### config.mk
export PLATFORM = sky130hd
export DESIGN_NAME = pdm_sinc2_decim
export DESIGN_NICKNAME = d
export VERILOG_FILES = /design/src/rtl/pdm_sinc2_pkg.sv /design/src/rtl/pdm_tick_src.sv /design/src/rtl/pdm_period_ctr.sv /design/src/rtl/sinc2_integ.sv /design/src/rtl/sinc2_comb.sv /design/src/rtl/pdm_sinc2_decim.sv
export SDC_FILE = /design/constraint.sdc
export NUM_CORES = 1
export LEC_CHECK = 0
export BUFFER_PORTS_ARGS = -buffer_cell sky130_fd_sc_hd__buf_2
export CAP_MARGIN = 5
export CORE_MARGIN = 5
export CORE_UTILIZATION = 63
export DETAILED_ROUTE_END_ITERATION = 10
export HOLD_SLACK_MARGIN = 0.06
export PLACE_DENSITY = 0.81
export SKIP_CTS_REPAIR_TIMING = 1
export SLEW_MARGIN = 20
export SYNTH_ARGS = -nofsm -noshare
export SYNTH_HDL_FRONTEND = slang
export SYNTH_SLANG_ARGS = --single-unit
### constraint.sdc
create_clock -name clk_i -period 7.2 [get_ports clk_i]
set_input_delay 1.44 -clock clk_i [delete_from_list [all_inputs] [get_ports clk_i]]
set_output_delay 1.44 -clock clk_i [all_outputs]
set_load 0.005 [all_outputs]
### src/rtl/pdm_sinc2_pkg.sv
package pdm_sinc2_pkg;
  localparam int unsigned ACC_W    = 27;
  localparam int unsigned MODE_W   = 2;
  localparam int unsigned LOG2_W   = 4;
  localparam int unsigned LOG2_MAX = 13;
  localparam int unsigned CNT_W    = 1 << LOG2_W;

  typedef struct packed {
    logic              ext;
    logic [MODE_W-1:0] mode;
    logic [LOG2_W-1:0] log2;
  } dec_cfg_t;

  // unsupported: any mode but sinc2, or a period beyond the register budget
  function automatic logic cfg_unsupported(input dec_cfg_t c);
    return (c.mode != '0) || (int'(c.log2) > int'(LOG2_MAX));
  endfunction

  // terminal count of the period counter for 2^n ticks
  function automatic logic [CNT_W-1:0] period_last(input logic [LOG2_W-1:0] n);
    return (CNT_W'(1) << n) - CNT_W'(1);
  endfunction

  // largest value a valid sample may take: (2^n)^2
  function automatic logic [ACC_W-1:0] sample_ceiling(input logic [LOG2_W-1:0] n);
    return ACC_W'(1) << (2 * int'(n));
  endfunction
endpackage

### src/rtl/pdm_tick_src.sv
module pdm_tick_src #(
  parameter int unsigned SYNC_STAGES = 2
) (
  input  logic clk_i,
  input  logic rst_ni,
  input  logic ext_sel_i,
  input  logic bit_clk_i,
  input  logic pdm_i,
  output logic tick_o,
  output logic bit_o
);
  // one extra stage on the clock chain keeps the previous synchronized level
  logic [SYNC_STAGES:0]   clk_sh;
  logic [SYNC_STAGES-1:0] dat_sh;
  logic                   ext_tick;

  always_ff @(posedge clk_i or negedge rst_ni) begin
    if (!rst_ni) begin
      clk_sh <= '0;
      dat_sh <= '0;
    end else begin
      clk_sh <= (clk_sh << 1) | (SYNC_STAGES+1)'(bit_clk_i);
      dat_sh <= (dat_sh << 1) | SYNC_STAGES'(pdm_i);
    end
  end

  assign ext_tick = clk_sh[SYNC_STAGES-1] & ~clk_sh[SYNC_STAGES];
  assign tick_o   = ext_sel_i ? ext_tick : 1'b1;
  assign bit_o    = ext_sel_i ? dat_sh[SYNC_STAGES-1] : pdm_i;

  // an edge-detected tick can never last two cycles
  assert_tick_single_R8: assert property (@(posedge clk_i) disable iff (!rst_ni)
    ext_tick |=> !ext_tick);
endmodule

### src/rtl/pdm_period_ctr.sv
module pdm_period_ctr #(
  parameter int unsigned CNT_W = 16
) (
  input  logic             clk_i,
  input  logic             rst_ni,
  input  logic             tick_i,
  input  logic             restart_i,
  input  logic [CNT_W-1:0] last_i,
  output logic             boundary_o
);
  logic [CNT_W-1:0] cnt_q;

  assign boundary_o = tick_i & ~restart_i & (cnt_q == last_i);

  always_ff @(posedge clk_i or negedge rst_ni) begin
    if (!rst_ni)        cnt_q <= '0;
    else if (restart_i) cnt_q <= '0;
    else if (tick_i)    cnt_q <= boundary_o ? '0 : cnt_q + CNT_W'(1);
  end

  // the terminal count from the configuration register bounds the counter
  assert_cnt_in_range_R2: assert property (@(posedge clk_i) disable iff (!rst_ni)
    cnt_q <= last_i);
endmodule

### src/rtl/sinc2_integ.sv
module sinc2_integ #(
  parameter int unsigned ACC_W = 27,
  parameter int unsigned ORDER = 2
) (
  input  logic             clk_i,
  input  logic             rst_ni,
  input  logic             tick_i,
  input  logic             bit_i,
  output logic [ACC_W-1:0] acc_next_o
);
  logic [ACC_W-1:0] acc_q [ORDER];
  logic [ACC_W-1:0] acc_d [ORDER];
  logic [ACC_W-1:0] carry;

  // each stage adds the updated value of the stage before it, modulo 2^ACC_W
  always_comb begin
    carry = ACC_W'(bit_i);
    for (int k = 0; k < ORDER; k++) begin
      acc_d[k] = acc_q[k] + carry;
      carry    = acc_d[k];
    end
  end

  always_ff @(posedge clk_i or negedge rst_ni) begin
    if (!rst_ni) begin
      for (int k = 0; k < ORDER; k++) acc_q[k] <= '0;
    end else if (tick_i) begin
      for (int k = 0; k < ORDER; k++) acc_q[k] <= acc_d[k];
    end
  end

  assign acc_next_o = acc_d[ORDER-1];

  // the first integrator moves by zero or one per cycle, wrapping at 2^ACC_W
  assert_integ_step_R4: assert property (@(posedge clk_i) disable iff (!rst_ni)
    1'b1 |=> (acc_q[0] == $past(acc_q[0])) || (acc_q[0] == $past(acc_q[0]) + ACC_W'(1)));
endmodule

### src/rtl/sinc2_comb.sv
module sinc2_comb #(
  parameter int unsigned ACC_W = 27,
  parameter int unsigned ORDER = 2
) (
  input  logic             clk_i,
  input  logic             rst_ni,
  input  logic             boundary_i,
  input  logic             restart_i,
  input  logic             allow_i,
  input  logic [ACC_W-1:0] snap_i,
  output logic [ACC_W-1:0] sample_o,
  output logic             vld_o
);
  localparam int unsigned DISC_W = $clog2(ORDER + 1);

  logic [ACC_W-1:0]  prev_q [ORDER];
  logic [ACC_W-1:0]  stage_in [ORDER];
  logic [ACC_W-1:0]  dif [ORDER];
  logic [ACC_W-1:0]  carry;
  logic [DISC_W-1:0] disc_q;
  logic              emit;

  always_comb begin
    carry = snap_i;
    for (int k = 0; k < ORDER; k++) begin
      stage_in[k] = carry;
      dif[k]      = carry - prev_q[k];
      carry       = dif[k];
    end
  end

  assign emit = boundary_i & (disc_q == '0) & allow_i;

  always_ff @(posedge clk_i or negedge rst_ni) begin
    if (!rst_ni) begin
      for (int k = 0; k < ORDER; k++) prev_q[k] <= '0;
      disc_q   <= DISC_W'(ORDER);
      sample_o <= '0;
      vld_o    <= 1'b0;
    end else begin
      vld_o <= emit;
      if (emit) sample_o <= dif[ORDER-1];
      if (restart_i) begin
        disc_q <= DISC_W'(ORDER);
      end else if (boundary_i) begin
        for (int k = 0; k < ORDER; k++) prev_q[k] <= stage_in[k];
        if (disc_q != '0) disc_q <= disc_q - DISC_W'(1);
      end
    end
  end

  // a restart always precedes at least ORDER suppressed boundaries
  assert_settle_R7: assert property (@(posedge clk_i) disable iff (!rst_ni)
    restart_i |=> !vld_o);
endmodule

### src/rtl/pdm_sinc2_decim.sv
module pdm_sinc2_decim
  import pdm_sinc2_pkg::*;
#(
  parameter int unsigned ACC_BITS    = pdm_sinc2_pkg::ACC_W,
  parameter int unsigned ORDER       = 2,
  parameter int unsigned SYNC_STAGES = 2
) (
  input  logic                clk_i,
  input  logic                rst_ni,
  input  logic [5:0]          cfg_i,
  input  logic                ext_sel_i,
  input  logic                bit_clk_i,
  input  logic                pdm_i,
  output logic [ACC_BITS-1:0] sample_o,
  output logic                sample_vld_o,
  output logic                cfg_bad_o
);
  dec_cfg_t            cfg_now, cfg_q;
  logic                cfg_chg;
  logic                tick, tick_bit, boundary, allow;
  logic [ACC_BITS-1:0] snap;

  assign cfg_now = '{ext: ext_sel_i, mode: cfg_i[5:4], log2: cfg_i[3:0]};
  assign cfg_chg = (cfg_now != cfg_q);

  always_ff @(posedge clk_i or negedge rst_ni) begin
    if (!rst_ni) cfg_q <= '0;
    else         cfg_q <= cfg_now;
  end

  assign cfg_bad_o = cfg_unsupported(cfg_q);
  assign allow     = ~cfg_bad_o;

  pdm_tick_src #(.SYNC_STAGES(SYNC_STAGES)) u_tick (
    .clk_i, .rst_ni, .ext_sel_i, .bit_clk_i, .pdm_i,
    .tick_o(tick), .bit_o(tick_bit));

  pdm_period_ctr #(.CNT_W(CNT_W)) u_period (
    .clk_i, .rst_ni, .tick_i(tick), .restart_i(cfg_chg),
    .last_i(period_last(cfg_q.log2)), .boundary_o(boundary));

  sinc2_integ #(.ACC_W(ACC_BITS), .ORDER(ORDER)) u_integ (
    .clk_i, .rst_ni, .tick_i(tick), .bit_i(tick_bit), .acc_next_o(snap));

  sinc2_comb #(.ACC_W(ACC_BITS), .ORDER(ORDER)) u_comb (
    .clk_i, .rst_ni, .boundary_i(boundary), .restart_i(cfg_chg), .allow_i(allow),
    .snap_i(snap), .sample_o(sample_o), .vld_o(sample_vld_o));

  // a strobe only ever leaves under a supported configuration
  assert_no_strobe_when_bad_R5: assert property (@(posedge clk_i) disable iff (!rst_ni)
    sample_vld_o |-> !cfg_bad_o);
  // a settled second-order result is bounded by the square of the period
  assert_no_overflow_R4: assert property (@(posedge clk_i) disable iff (!rst_ni)
    sample_vld_o |-> (sample_o <= ACC_BITS'(sample_ceiling(cfg_q.log2))));
  // the period stays within the hardware limit whenever a strobe is emitted
  assert_period_limit_R6: assert property (@(posedge clk_i) disable iff (!rst_ni)
    sample_vld_o |-> (int'(cfg_q.log2) <= int'(LOG2_MAX)));
endmodule

==> metrics.txt, run 1 <==
Initial Utilization=0.646; Leak=between 7 and 8 nW; crit path DAT=slightly above 8 ns; DRC=0; Max Cap Violations=0; Syn Nets=1332; total CTS buffers=17; ys flop type=dfrtp_1; period utilization=1.10; RSZ-0062 raised after global routing=true; Routed wire per std cell=19.6 um; worst path required time=around 7.5 ns; root buffer cell=clkbuf_16; worst slack, placed=-0.759 ns; Sw Share=0.443; Post-Synthesis Cell Area=11200 um2; # port buffers=39; WHS Path Cells=0; largest net degree at the start of global routing=98; Slew headroom=0.356; Post-synth EDFFs=0; final wirelength=33500 um; Pint=3.26 mW; status=finished with violations; antenna diode count=0; startpoint types=primary input; setup TNS=-2.91 ns; clk_skew=around 0.012 ns; P per Cell Area=about 400 nW/um2; Crit path largest cell delay=0.37 ns; Reg clk slew, reported paths=0.07 ns; clock sink count=~170; Pins Over Slew Limit=0; VDD IR max=0.824 mV; hpwl dp=about 18000 um; FF+latch count, synth=about 170; antenna violations before repair=0; Tightest Hold Check Type=reg2reg; post-layout util=0.818; worst slew pin tran=slightly below 1 ns; Bufs on Longest Clock Path=2; final setup fails=10; met1 usage=0.361; Async SR Flop Fraction=1.00; Die Wd=around 140 um; final non-filler cell total=approximately 1700; drt first-iter violations=1183; cell total after placement=1658; most used routing layer=met2; H-tree depth=4; mean post-synth cell area=between 9 and 10 um2; sequential element share of the synthesized area=0.370; Reg power frac=0.177; number of global-route vias before repair=~10000; NetSw=about 2.6 mW; fin worst setup slack=-0.692 ns; synthesis warning total=0; Area Growth Syn to Fin=26.8%; Final #Nets=1566; fin area=approximately 14000 um2; Setup CP Type=in2reg; Core ar.=around 17000 um2; Detail Route Antenna Nets=0; unique cell type count in the Yosys netlist=72; Max stage delay cell, worst path=or3_4; combinational power share=0.662; DIE AREA=between 20000 and 25000 um2; Die Ht=144 um; cells on worst reg2reg path=34; CP Capture Type=flop; Fin. Hold Viols=0; first-pass GRT wire length=~46000 um; placed cell areas=13100 um2; layout cell share with drive strength beyond 1=0.294; met2 GRT Util=0.456; CP Max Fanout=4; Fill cells=~900; via/cell ratio=~6.2; failing checks=setup timing; GPL Wtd Cong=0.932; Fmax=127 MHz; Congestion Overflow GR=0; CTS tree=built; Syn Inst Count=1234; Clk network pwr share=0.161; I/O pin cnt=40; clk_lat worst skew=approximately 0.44 ns; fin crit period=7.89 ns; 1st-pass router iterations=5; total track usage=0.274; DR vias=10600; met3 Usage GRT=0.0373; Row Count=48
-- final cells by class --
class | count | area (um2) | area share
Inverter | 91 | 344 | 0.0241
Multi-Input combinational cell | 948 | 7130 | 0.501
Clock inverter | 14 | 149 | 0.0104
Timing Repair Buffer | 244 | 1750 | 0.123
Tap cell | 225 | 282 | 0.0198
Clock buffer | 18 | 439 | 0.0308
Sequential cell | 166 | 4160 | 0.292
-- state kept, by name, summed over array words and instances, names as in the netlist --
signal	flops
u_period.cnt_q	16
u_comb.sample_o	27
u_comb.disc_q	2
u_comb.vld_o	1
u_comb.prev_q	54
cfg_q	7
u_integ.acc_q	54
u_tick.dat_sh	2
u_tick.clk_sh	3
-- power groups by stage --
stage | clock network (mW) | logic, mW | registers, mW
after CTS | 0.936 | 3.36 | 1.03
after floorplan | 0 | 2.24 | 1.03
after detailed placement | 0 | 3.29 | 1.05
final | 0.939 | 3.87 | 1.04
after global placement | 0 | 3.19 | 1.04
after global routing | 0.973 | 4.15 | 1.04
-- final timing paths --
kind                                       startpoint                               to  slack, ns
setup / recovery                            ext_sel_i  u_comb.sample_o[26]$_DFFE_PN0P_      -0.69
hold / removal             u_tick.clk_sh[0]$_DFF_PN0_       u_tick.clk_sh[1]$_DFF_PN0_       0.35
max in group asynchronous                      rst_ni    u_comb.prev_q[44]$_DFFE_PN0P_       4.63
hold reg to reg            u_tick.clk_sh[0]$_DFF_PN0_       u_tick.clk_sh[1]$_DFF_PN0_       0.35
setup reg to reg           u_tick.dat_sh[1]$_DFF_PN0_  u_comb.sample_o[26]$_DFFE_PN0P_       0.08
min in group asynchronous                      rst_ni   u_comb.sample_o[2]$_DFFE_PN0P_       1.10
-- layout by cell type, fill, tap and decap left out, drive strengths merged, types with 4 or more instances in the layout --
master	count
o21bai	8
nor3	16
or3	11
o21a	8
and4	4
clkbuf	18
dfrtp	165
clkinv	5
nor2b	8
nand4	13
a21oi	76
or2	6
xnor2	78
o31a	4
mux2	46
and3	28
buf	244
a21o	45
nor4	5
o31ai	4
a31oi	9
a211oi	7
o21ai	95
nand2	146
nand3	23
o211ai	7
nor2	86
nand2b	16
a22o	4
xor2	65
ha	84
nor3b	7
inv	95
-- Yosys cell counts (4+ instances only) --
cell	instances	area share
a211oi_1	6	0.0040
a21o_1	45	0.030
a21oi_1	75	0.033
a22o_1	4	0.0031
a31oi_1	9	0.0050
and3_1	25	0.014
and4_1	4	0.0031
buf_2	16	0.0071
clkbuf_1	12	0.0040
dfrtp_1	165	0.37
ha_1	84	0.093
inv_1	91	0.030
mux2_2	46	0.046
nand2_1	145	0.048
nand2b_1	16	0.0089
nand3_1	20	0.0089
nand4_1	10	0.0056
nor2_1	82	0.027
nor2_2	4	0.0022
nor2b_1	8	0.0045
nor3_1	15	0.0067
nor3b_1	7	0.0047
o211ai_1	6	0.0040
o21a_1	8	0.0053
o21ai_0	70	0.031
o21ai_1	25	0.011
o21bai_1	8	0.0053
o31a_1	4	0.0031
o31ai_1	4	0.0027
or2_2	4	0.0022
or3_1	11	0.0061
xnor2_1	77	0.060
xor2_1	65	0.051
-- routing by layer --
metal  share of wire  up-vias
met4           0.058        0
met2            0.48      611
met5               0        -
met3           0.067      182
met1            0.40     5080
li1                -     4755
-- kinds of logic (layout without fill, tap and decap cells) --
logic type	Yosys count	count (layout)	synth area share
AND/OR/NAND/NOR	378	378	0.166
AO/OA/AOI/OAI	291	291	0.162
flip-flops	166	166	0.370
XOR/XNOR	143	143	0.112
buffers and inverters	120	367	0.0425
adder cells (fa/ha/maj)	87	87	0.0988
multiplexers	49	49	0.0487
-- metrics by stage --
step                      power (mW)  hold WS, ns
after floorplan                 3.27        0.331
after global placement          4.23        0.333
after detailed placement        4.33        0.336
final                           5.84        0.348
after CTS                       5.33        0.352
after global routing            6.16        0.367
-- critical path, delay by kind of cell --
| kind | cells | cell delay [ns] |
|---|---|---|
| and+or+nand+nor | 6 | 1.05 |
| xor gates and xnor gates | 5 | 0.70 |
| buffers and inverters | 4 | 0.43 |
| adders and majority gates | 4 | 0.96 |
| AOI/OAI and AO/OA | 14 | 3.16 |
| muxes | 2 | 0.46 |
(Power assumes the default switching activity.)
==> run 2, diff against run 1 <==
--- a/config.mk
+++ b/config.mk
@@ -8,12 +8,13 @@
 export BUFFER_PORTS_ARGS = -buffer_cell sky130_fd_sc_hd__buf_2
 export CAP_MARGIN = 5
 export CORE_MARGIN = 5
-export CORE_UTILIZATION = 63
+export CORE_UTILIZATION = 66
 export DETAILED_ROUTE_END_ITERATION = 10
 export HOLD_SLACK_MARGIN = 0.06
-export PLACE_DENSITY = 0.81
+export PLACE_DENSITY = 0.84
 export SKIP_CTS_REPAIR_TIMING = 1
 export SLEW_MARGIN = 20
 export SYNTH_ARGS = -nofsm -noshare
 export SYNTH_HDL_FRONTEND = slang
 export SYNTH_SLANG_ARGS = --single-unit
+export TNS_END_PERCENT = 50
==> constraint.sdc (replaced) <==
create_clock -name clk_i -period 9.9 [get_ports clk_i]
set_input_delay 1.98 -clock clk_i [delete_from_list [all_inputs] [get_ports clk_i]]
set_output_delay 1.98 -clock clk_i [all_outputs]
set_load 0.005 [all_outputs]
==> run 2 against run 1 <==
Effect of this change:
- the run now ends clean
- sequential power down 28%
- final cell count down 12%
- clock skew up 0.0047 ns
- flip-flop and latch count unchanged
- combinational power down 47%
- register-to-register slack better by 2.4 ns
- first-iteration DRC count down 53%
- non-clock buffer count down 202
- clock power down 33%
- design area down 15%
- hold slack better by 0.0012 ns
- critical path type unchanged
- largest cell class unchanged
==> metrics.txt, run 2 (synthesized netlist as in run 1, its figures left out) <==
status=completed (was finished with violations); Bufs on Longest Clock Path=2 (unchanged); Crit path largest cell delay=0.43 ns (was 0.37 ns); clk_lat worst skew=0.44 ns (about the same); layout cell share with drive strength beyond 1=0.116 (was 0.294); VDD IR max=0.288 mV (was 0.824 mV); clk_skew=0.0168 ns (was 0.0120 ns); P per Cell Area=280 nW/um2 (was 410 nW/um2); reg2reg start=u_tick.dat_sh[1]$_DFF_PN0_ (unchanged); Core ar.=16600 um2 (was 17400 um2); Congestion Overflow GR=0 (unchanged); Fin. Hold Viols=0 (unchanged); number of global-route vias before repair=8571 (was 9782); Die Ht=141 um (was 144 um); Slew headroom=0.386 (was 0.356); Routed wire per std cell=15.2 um (was 19.6 um); Initial Utilization=0.676 (was 0.646); final wirelength=22900 um (was 33500 um); worst slew pin tran=0.921 ns (was 0.966 ns); final setup fails=0 (was 10); met3 Usage GRT=0.0467 (was 0.0373); CP startpoint=ext_sel_i (unchanged); Fmax=about 110 MHz; worst path required time=10.22 ns (was 7.53 ns); total track usage=0.243 (was 0.274); most used routing layer=met2 (unchanged); startpoint types=primary input (unchanged); Final #Nets=1364 (was 1566); DR vias=8708 (was 10600); WHS=0.349 ns (was 0.348 ns); antenna violations before repair=0 (unchanged); Die Wd=141 um (was 144 um); fin worst setup slack=1.03 ns (was -0.692 ns); Pins Over Slew Limit=0 (unchanged); Leak=6.04 nW (was 7.21 nW); Reg clk slew, reported paths=0.06 ns (was 0.07 ns); 1st-pass router iterations=7 (was 5); drt first-iter violations=553 (was 1183); fin crit period=8.87 ns; I/O pin cnt=40 (unchanged); met1 usage=0.335 (was 0.361); Setup CP Type=in2reg (unchanged); RSZ-0062 raised after global routing=false (was true); worst slack, placed=0.653 ns (was -0.759 ns); Detail Route Antenna Nets=0 (unchanged); GPL Wtd Cong=0.942 (was 0.932); via/cell ratio=5.81 (was 6.23); largest net degree at the start of global routing=97 (was 98); crit path DAT=9.18 ns (was 8.22 ns); placed cell areas=11600 um2 (was 13100 um2); CTS tree=built (unchanged); H-tree depth=4 (unchanged); clock sink count=166 (unchanged); Tightest Hold Check Type=reg2reg (unchanged); Max Cap Violations=0 (unchanged); Area Growth Syn to Fin=8.19% (was 26.8%); most common cell after layout, fill and taps aside=dfrtp_1 (was buf_4); met2 GRT Util=0.395 (was 0.456); period utilization=0.896; antenna diode count=0 (unchanged); total CTS buffers=17 (unchanged); CP Max Fanout=6 (was 4); fin area=12200 um2 (was 14300 um2); Row Count=47 (was 48); DIE AREA=19700 um2 (was 20600 um2); first-pass GRT wire length=40200 um (was 46100 um); root buffer cell=clkbuf_16 (unchanged); most frequent cells in the layout=dfrtp_1, nand2_1, inv_1 (was buf_4, dfrtp_1, nand2_1); Max stage delay cell, worst path=or3_1 (was or3_4); hold_sp=u_tick.clk_sh[0]$_DFF_PN0_ (unchanged); Tot Pwr=3.41 mW (was 5.84 mW); CP Capture Type=flop (unchanged); setup TNS=0 ns (was -2.91 ns); largest registers=u_comb.prev_q: 54 flops, u_integ.acc_q: 54 flops, u_comb.sample_o: 27 flops (unchanged); hpwl dp=16500 um (was 18400 um); DRC=0 (unchanged); # port buffers=39 (unchanged)
==> run 2: changes by cell type in the layout (fill, tap and decap cells not counted), sizes merged <==
cell and change:
buf -202, clkbuf +3, inv -3, clkinvlp +2, bufinv -1, clkinv -1
==> run 2: final timing paths <==
check	to	slack (ns)	cells after the start
worst min register to register	u_tick.clk_sh[1]$_DFF_PN0_	0.35	0
min in group asynchronous	u_integ.acc_q[32]$_DFFE_PN0N_	1.65	1
worst max register to register	u_comb.sample_o[26]$_DFFE_PN0P_	2.48	31
max in group asynchronous	u_comb.prev_q[24]$_DFFE_PN0P_	6.87	2
worst min-delay path	u_tick.clk_sh[1]$_DFF_PN0_	0.35	0
worst max-delay path	u_comb.sample_o[26]$_DFFE_PN0P_	1.03	33
==> run 2: final cells by class <==
class	instances	area (um2)
clock buffer	21	450
clock inverter	11	104
fill	1189	4480
inverter	91	342
multi-input combinational	948	6610
sequential	166	4160
tap	220	275
timing repair buffer	42	224
==> run 2: stage by stage <==
stage | utilization | std cells
6_report | 0.731 | 1499
3_3_place_gp | 0.698 | 1467
5_1_grt | 0.731 | 1499
3_5_place_dp | 0.698 | 1467
2_1_floorplan | - | 1234
4_1_cts | 0.731 | 1499
==> run 2: power by group <==
part / switching [mW] / total (mW) / internal, mW
Sequential: 0.0337 / 0.746 / 0.712
Combinational: 1.17 / 2.04 / 0.865
Clock: 0.273 / 0.626 / 0.353
Total: 1.48 / 3.41 / 1.93
==> run 2: worst max-delay path: cells and delay by family <==
kind                     cells  cell delay [ns]
multiplexers                 2             0.54
AO/OA/AOI/OAI               12             2.97
AND/OR/NAND/NOR              7             1.35
adder cells (fa/ha/maj)      4             1.23
buffers and inverters        3             0.29
XOR/XNOR                     5             0.86
==> run 2: per-layer routing <==
metal | up-vias | routed length, um
met5 | - | 0
met4 | 0 | 318
met3 | 33 | 1130
met2 | 205 | 10500
met1 | 4128 | 10900
li1 | 4342 | -
==> run 3, diff against run 2 <==
--- a/config.mk
+++ b/config.mk
@@ -5,6 +5,7 @@
 export SDC_FILE = /design/constraint.sdc
 export NUM_CORES = 1
 export LEC_CHECK = 0
+export ABC_AREA = 1
 export BUFFER_PORTS_ARGS = -buffer_cell sky130_fd_sc_hd__buf_2
 export CAP_MARGIN = 5
 export CORE_MARGIN = 5
@@ -12,6 +13,7 @@
 export DETAILED_ROUTE_END_ITERATION = 10
 export HOLD_SLACK_MARGIN = 0.06
 export PLACE_DENSITY = 0.84
+export REMOVE_ABC_BUFFERS = 1
 export SKIP_CTS_REPAIR_TIMING = 1
 export SLEW_MARGIN = 20
 export SYNTH_ARGS = -nofsm -noshare
==> run 3 against run 2 <==
Effect of this change:
- via count up 22%
- register-to-register slack better by 0.62 ns
- first-iteration DRC count up 48%
- synthesized cell count up 32%
- count of clock-buffer cells in the layout down 4
- sequential power up 8.2%
- critical path type unchanged
- largest power group unchanged
==> metrics.txt, run 3 <==
Fmax=121 MHz (was 113 MHz); Die Ht=144 um (was 141 um); sequential element share of the synthesized area=0.351 (was 0.370); CP dominant cell by count=nand2_1; Post-Synthesis Cell Area=11800 um2 (was 11200 um2); synth cell count leaders=nand2_1, inv_1, dfrtp_1, o21ai_0, nor2_1 (was dfrtp_1, nand2_1, inv_1, ha_1, nor2_1); Core ar.=17800 um2 (was 16600 um2); synthesis warning total=0 (unchanged); Pins Over Slew Limit=0 (unchanged); most common cell after layout, fill and taps aside=nand2_1 (was dfrtp_1); DRC=0 (unchanged); Congestion Overflow GR=0 (unchanged); Row Count=49 (was 47); largest registers=u_comb.prev_q: 54 flops, u_integ.acc_q: 54 flops, u_comb.sample_o: 27 flops (unchanged); Yosys top cell by area=dfrtp_1 (unchanged); hpwl dp=21600 um (was 16500 um); H-tree depth=4 (unchanged); root buffer cell=clkbuf_16 (unchanged); 1st-pass router iterations=5 (was 7); DR vias=10600 (was 8708); Fin. Hold Viols=0 (unchanged); mean post-synth cell area=7.25 um2 (was 9.11 um2); Detail Route Antenna Nets=0 (unchanged); I/O pin cnt=40 (unchanged); Post-synth EDFFs=0 (unchanged); DIE AREA=20700 um2 (was 19700 um2); clk_skew=0.0103 ns (was 0.0168 ns); worst slew pin tran=0.963 ns (was 0.921 ns); most frequent cells in the layout=nand2_1, inv_1, dfrtp_1 (was dfrtp_1, nand2_1, inv_1); Crit path largest cell delay=0.45 ns (was 0.43 ns); count leader, synth=nand2_1 (was dfrtp_1); unique cell type count in the Yosys netlist=46 (was 72); Setup CP Type=in2reg (unchanged); Max stage delay cell, worst path=o21ai_0 (was or3_1); top cells by area, synth=dfrtp_1, nand2_1, ha_1, inv_1, xor2_1 (was dfrtp_1, ha_1, xnor2_1, xor2_1, nand2_1); CP Capture Type=flop (unchanged); Slew headroom=0.358 (was 0.386); CP Max Fanout=5 (was 6); antenna diode count=0 (unchanged); status=completed (unchanged); worst path required time=10.28 ns (was 10.22 ns); Final #Nets=1761 (was 1364); Syn Inst Count=1631 (was 1234); first-pass GRT wire length=48600 um (was 40200 um); fin crit period=8.24 ns (was 8.87 ns); Routed wire per std cell=14.8 um (was 15.2 um); Die Wd=144 um (was 141 um); largest net degree at the start of global routing=107 (was 97); period utilization=0.832 (was 0.896); final setup fails=0 (unchanged); crit path DAT=8.61 ns (was 9.18 ns); startpoint types=primary input (unchanged); GPL Wtd Cong=0.931 (was 0.942); RSZ-0062 raised after global routing=false (unchanged); clock sink count=166 (unchanged); via/cell ratio=5.56 (was 5.81); total track usage=0.288 (was 0.243); CTS tree=built (unchanged); Leak=6.64 nW (was 6.04 nW); ys flop type=dfrtp_1 (unchanged); Area Growth Syn to Fin=8.00% (was 8.19%); top cell type's share of synthesized area=0.349 (was 0.367); FF+latch count, synth=166 (unchanged); antenna violations before repair=0 (unchanged); # port buffers=39 (unchanged); Max Cap Violations=0 (unchanged); Initial Utilization=0.665 (was 0.676); drt first-iter violations=819 (was 553); post-layout util=0.718 (was 0.731); setup TNS=0 ns (unchanged); VDD IR max=0.273 mV (was 0.288 mV); Async SR Flop Fraction=1.00 (unchanged); Tightest Hold Check Type=reg2reg (unchanged); Bufs on Longest Clock Path=2 (unchanged); total CTS buffers=17 (unchanged); P per Cell Area=341 nW/um2 (was 280 nW/um2); final wirelength=28200 um (was 22900 um); Reg clk slew, reported paths=0.07 ns (was 0.06 ns); number of global-route vias before repair=10400 (was 8571); layout cell share with drive strength beyond 1=0.0657 (was 0.116); clk_lat worst skew=0.44 ns (about the same)
[run 3: changes by cell type in the layout (fill, tap and decap cells not counted), sizes merged, moves of 13 or more]
cell    before  now
nand2      146  434
nand2b      16    1
nand3       23   78
a21o        45   16
o21ai       95  154
mux2        46    0
and3        28    3
nor2        86  110
xnor2       78   24
xor2        65   80
inv         92  248
a21oi       76   89
[run 3: per-layer routing]
layer  track usage  vias to the layer above  routed length [um]
met3        0.0346                       42                1200
met5             0                        -                   0
met2         0.485                      283               13500
met4        0.0912                        0                 532
met1         0.389                     4913               13000
li1              -                     5347                   -
[run 3: area by class of cell]
type                       instances  area (um2)
tap                              229         287
clock inverter                    14         135
timing repair buffer              43         231
inverter                         240         901
sequential                       166        4160
multi-input combinational       1195        6640
fill                            1484        5010
clock buffer                      17         425
[run 3: cells by family (layout without fill, tap and decap cells)]
| family | after synthesis | in the layout | synth area share |
|---|---|---|---|
| DFF | 166 | 166 | 0.351 |
| buffers and inverters | 270 | 314 | 0.0883 |
| and+or+nand+nor | 700 | 700 | 0.247 |
| xor gates and xnor gates | 104 | 104 | 0.0770 |
| adders and majority gates | 87 | 87 | 0.0939 |
| AOI/OAI and AO/OA | 304 | 304 | 0.142 |
[run 3: path summary, 6_finish.rpt]
kind	cells after the start	start	to	slack (ns)
min	0	u_tick.dat_sh[0]$_DFF_PN0_	u_tick.dat_sh[1]$_DFF_PN0_	0.35
min in group asynchronous	1	rst_ni	u_comb.sample_o[0]$_DFFE_PN0P_	1.64
max reg2reg	36	u_tick.dat_sh[1]$_DFF_PN0_	u_comb.sample_o[26]$_DFFE_PN0P_	3.10
min reg2reg	0	u_tick.dat_sh[0]$_DFF_PN0_	u_tick.dat_sh[1]$_DFF_PN0_	0.35
max in group asynchronous	2	rst_ni	u_comb.prev_q[18]$_DFFE_PN0P_	6.94
max	38	ext_sel_i	u_comb.sample_o[26]$_DFFE_PN0P_	1.66
[run 3: where the power goes]
group          switching, mW  total, mW  internal, mW  leakage [nW]
combinational           1.93       2.92         0.986          4.37
sequential            0.0548      0.807         0.752          2.00
clock                  0.302      0.634         0.332         0.270
total                   2.29       4.36          2.07          6.64
[run 3: worst max-delay path: cells and delay by family]
family                   cells  cell delay [ns]
XOR/XNOR                     3             0.72
buffers and inverters        7             0.58
AO/OA/AOI/OAI               10             2.44
adder cells (fa/ha/maj)      5             1.42
AND/OR/NAND/NOR             13             1.47
[run 3: through the flow]
stage                     worst slack, ns  power (mW)  area (um2)  std cells  hold WS, ns
after global placement               1.40        3.64       12200       1873        0.334
after floorplan                      2.61        2.99       11700       1601        0.331
after CTS                            1.71        4.32       12800       1904        0.352
final                                1.66        4.36       12800       1904        0.351
after global routing                 1.01        4.78       12800       1904        0.376
after detailed placement             1.28        3.67       12200       1873        0.346
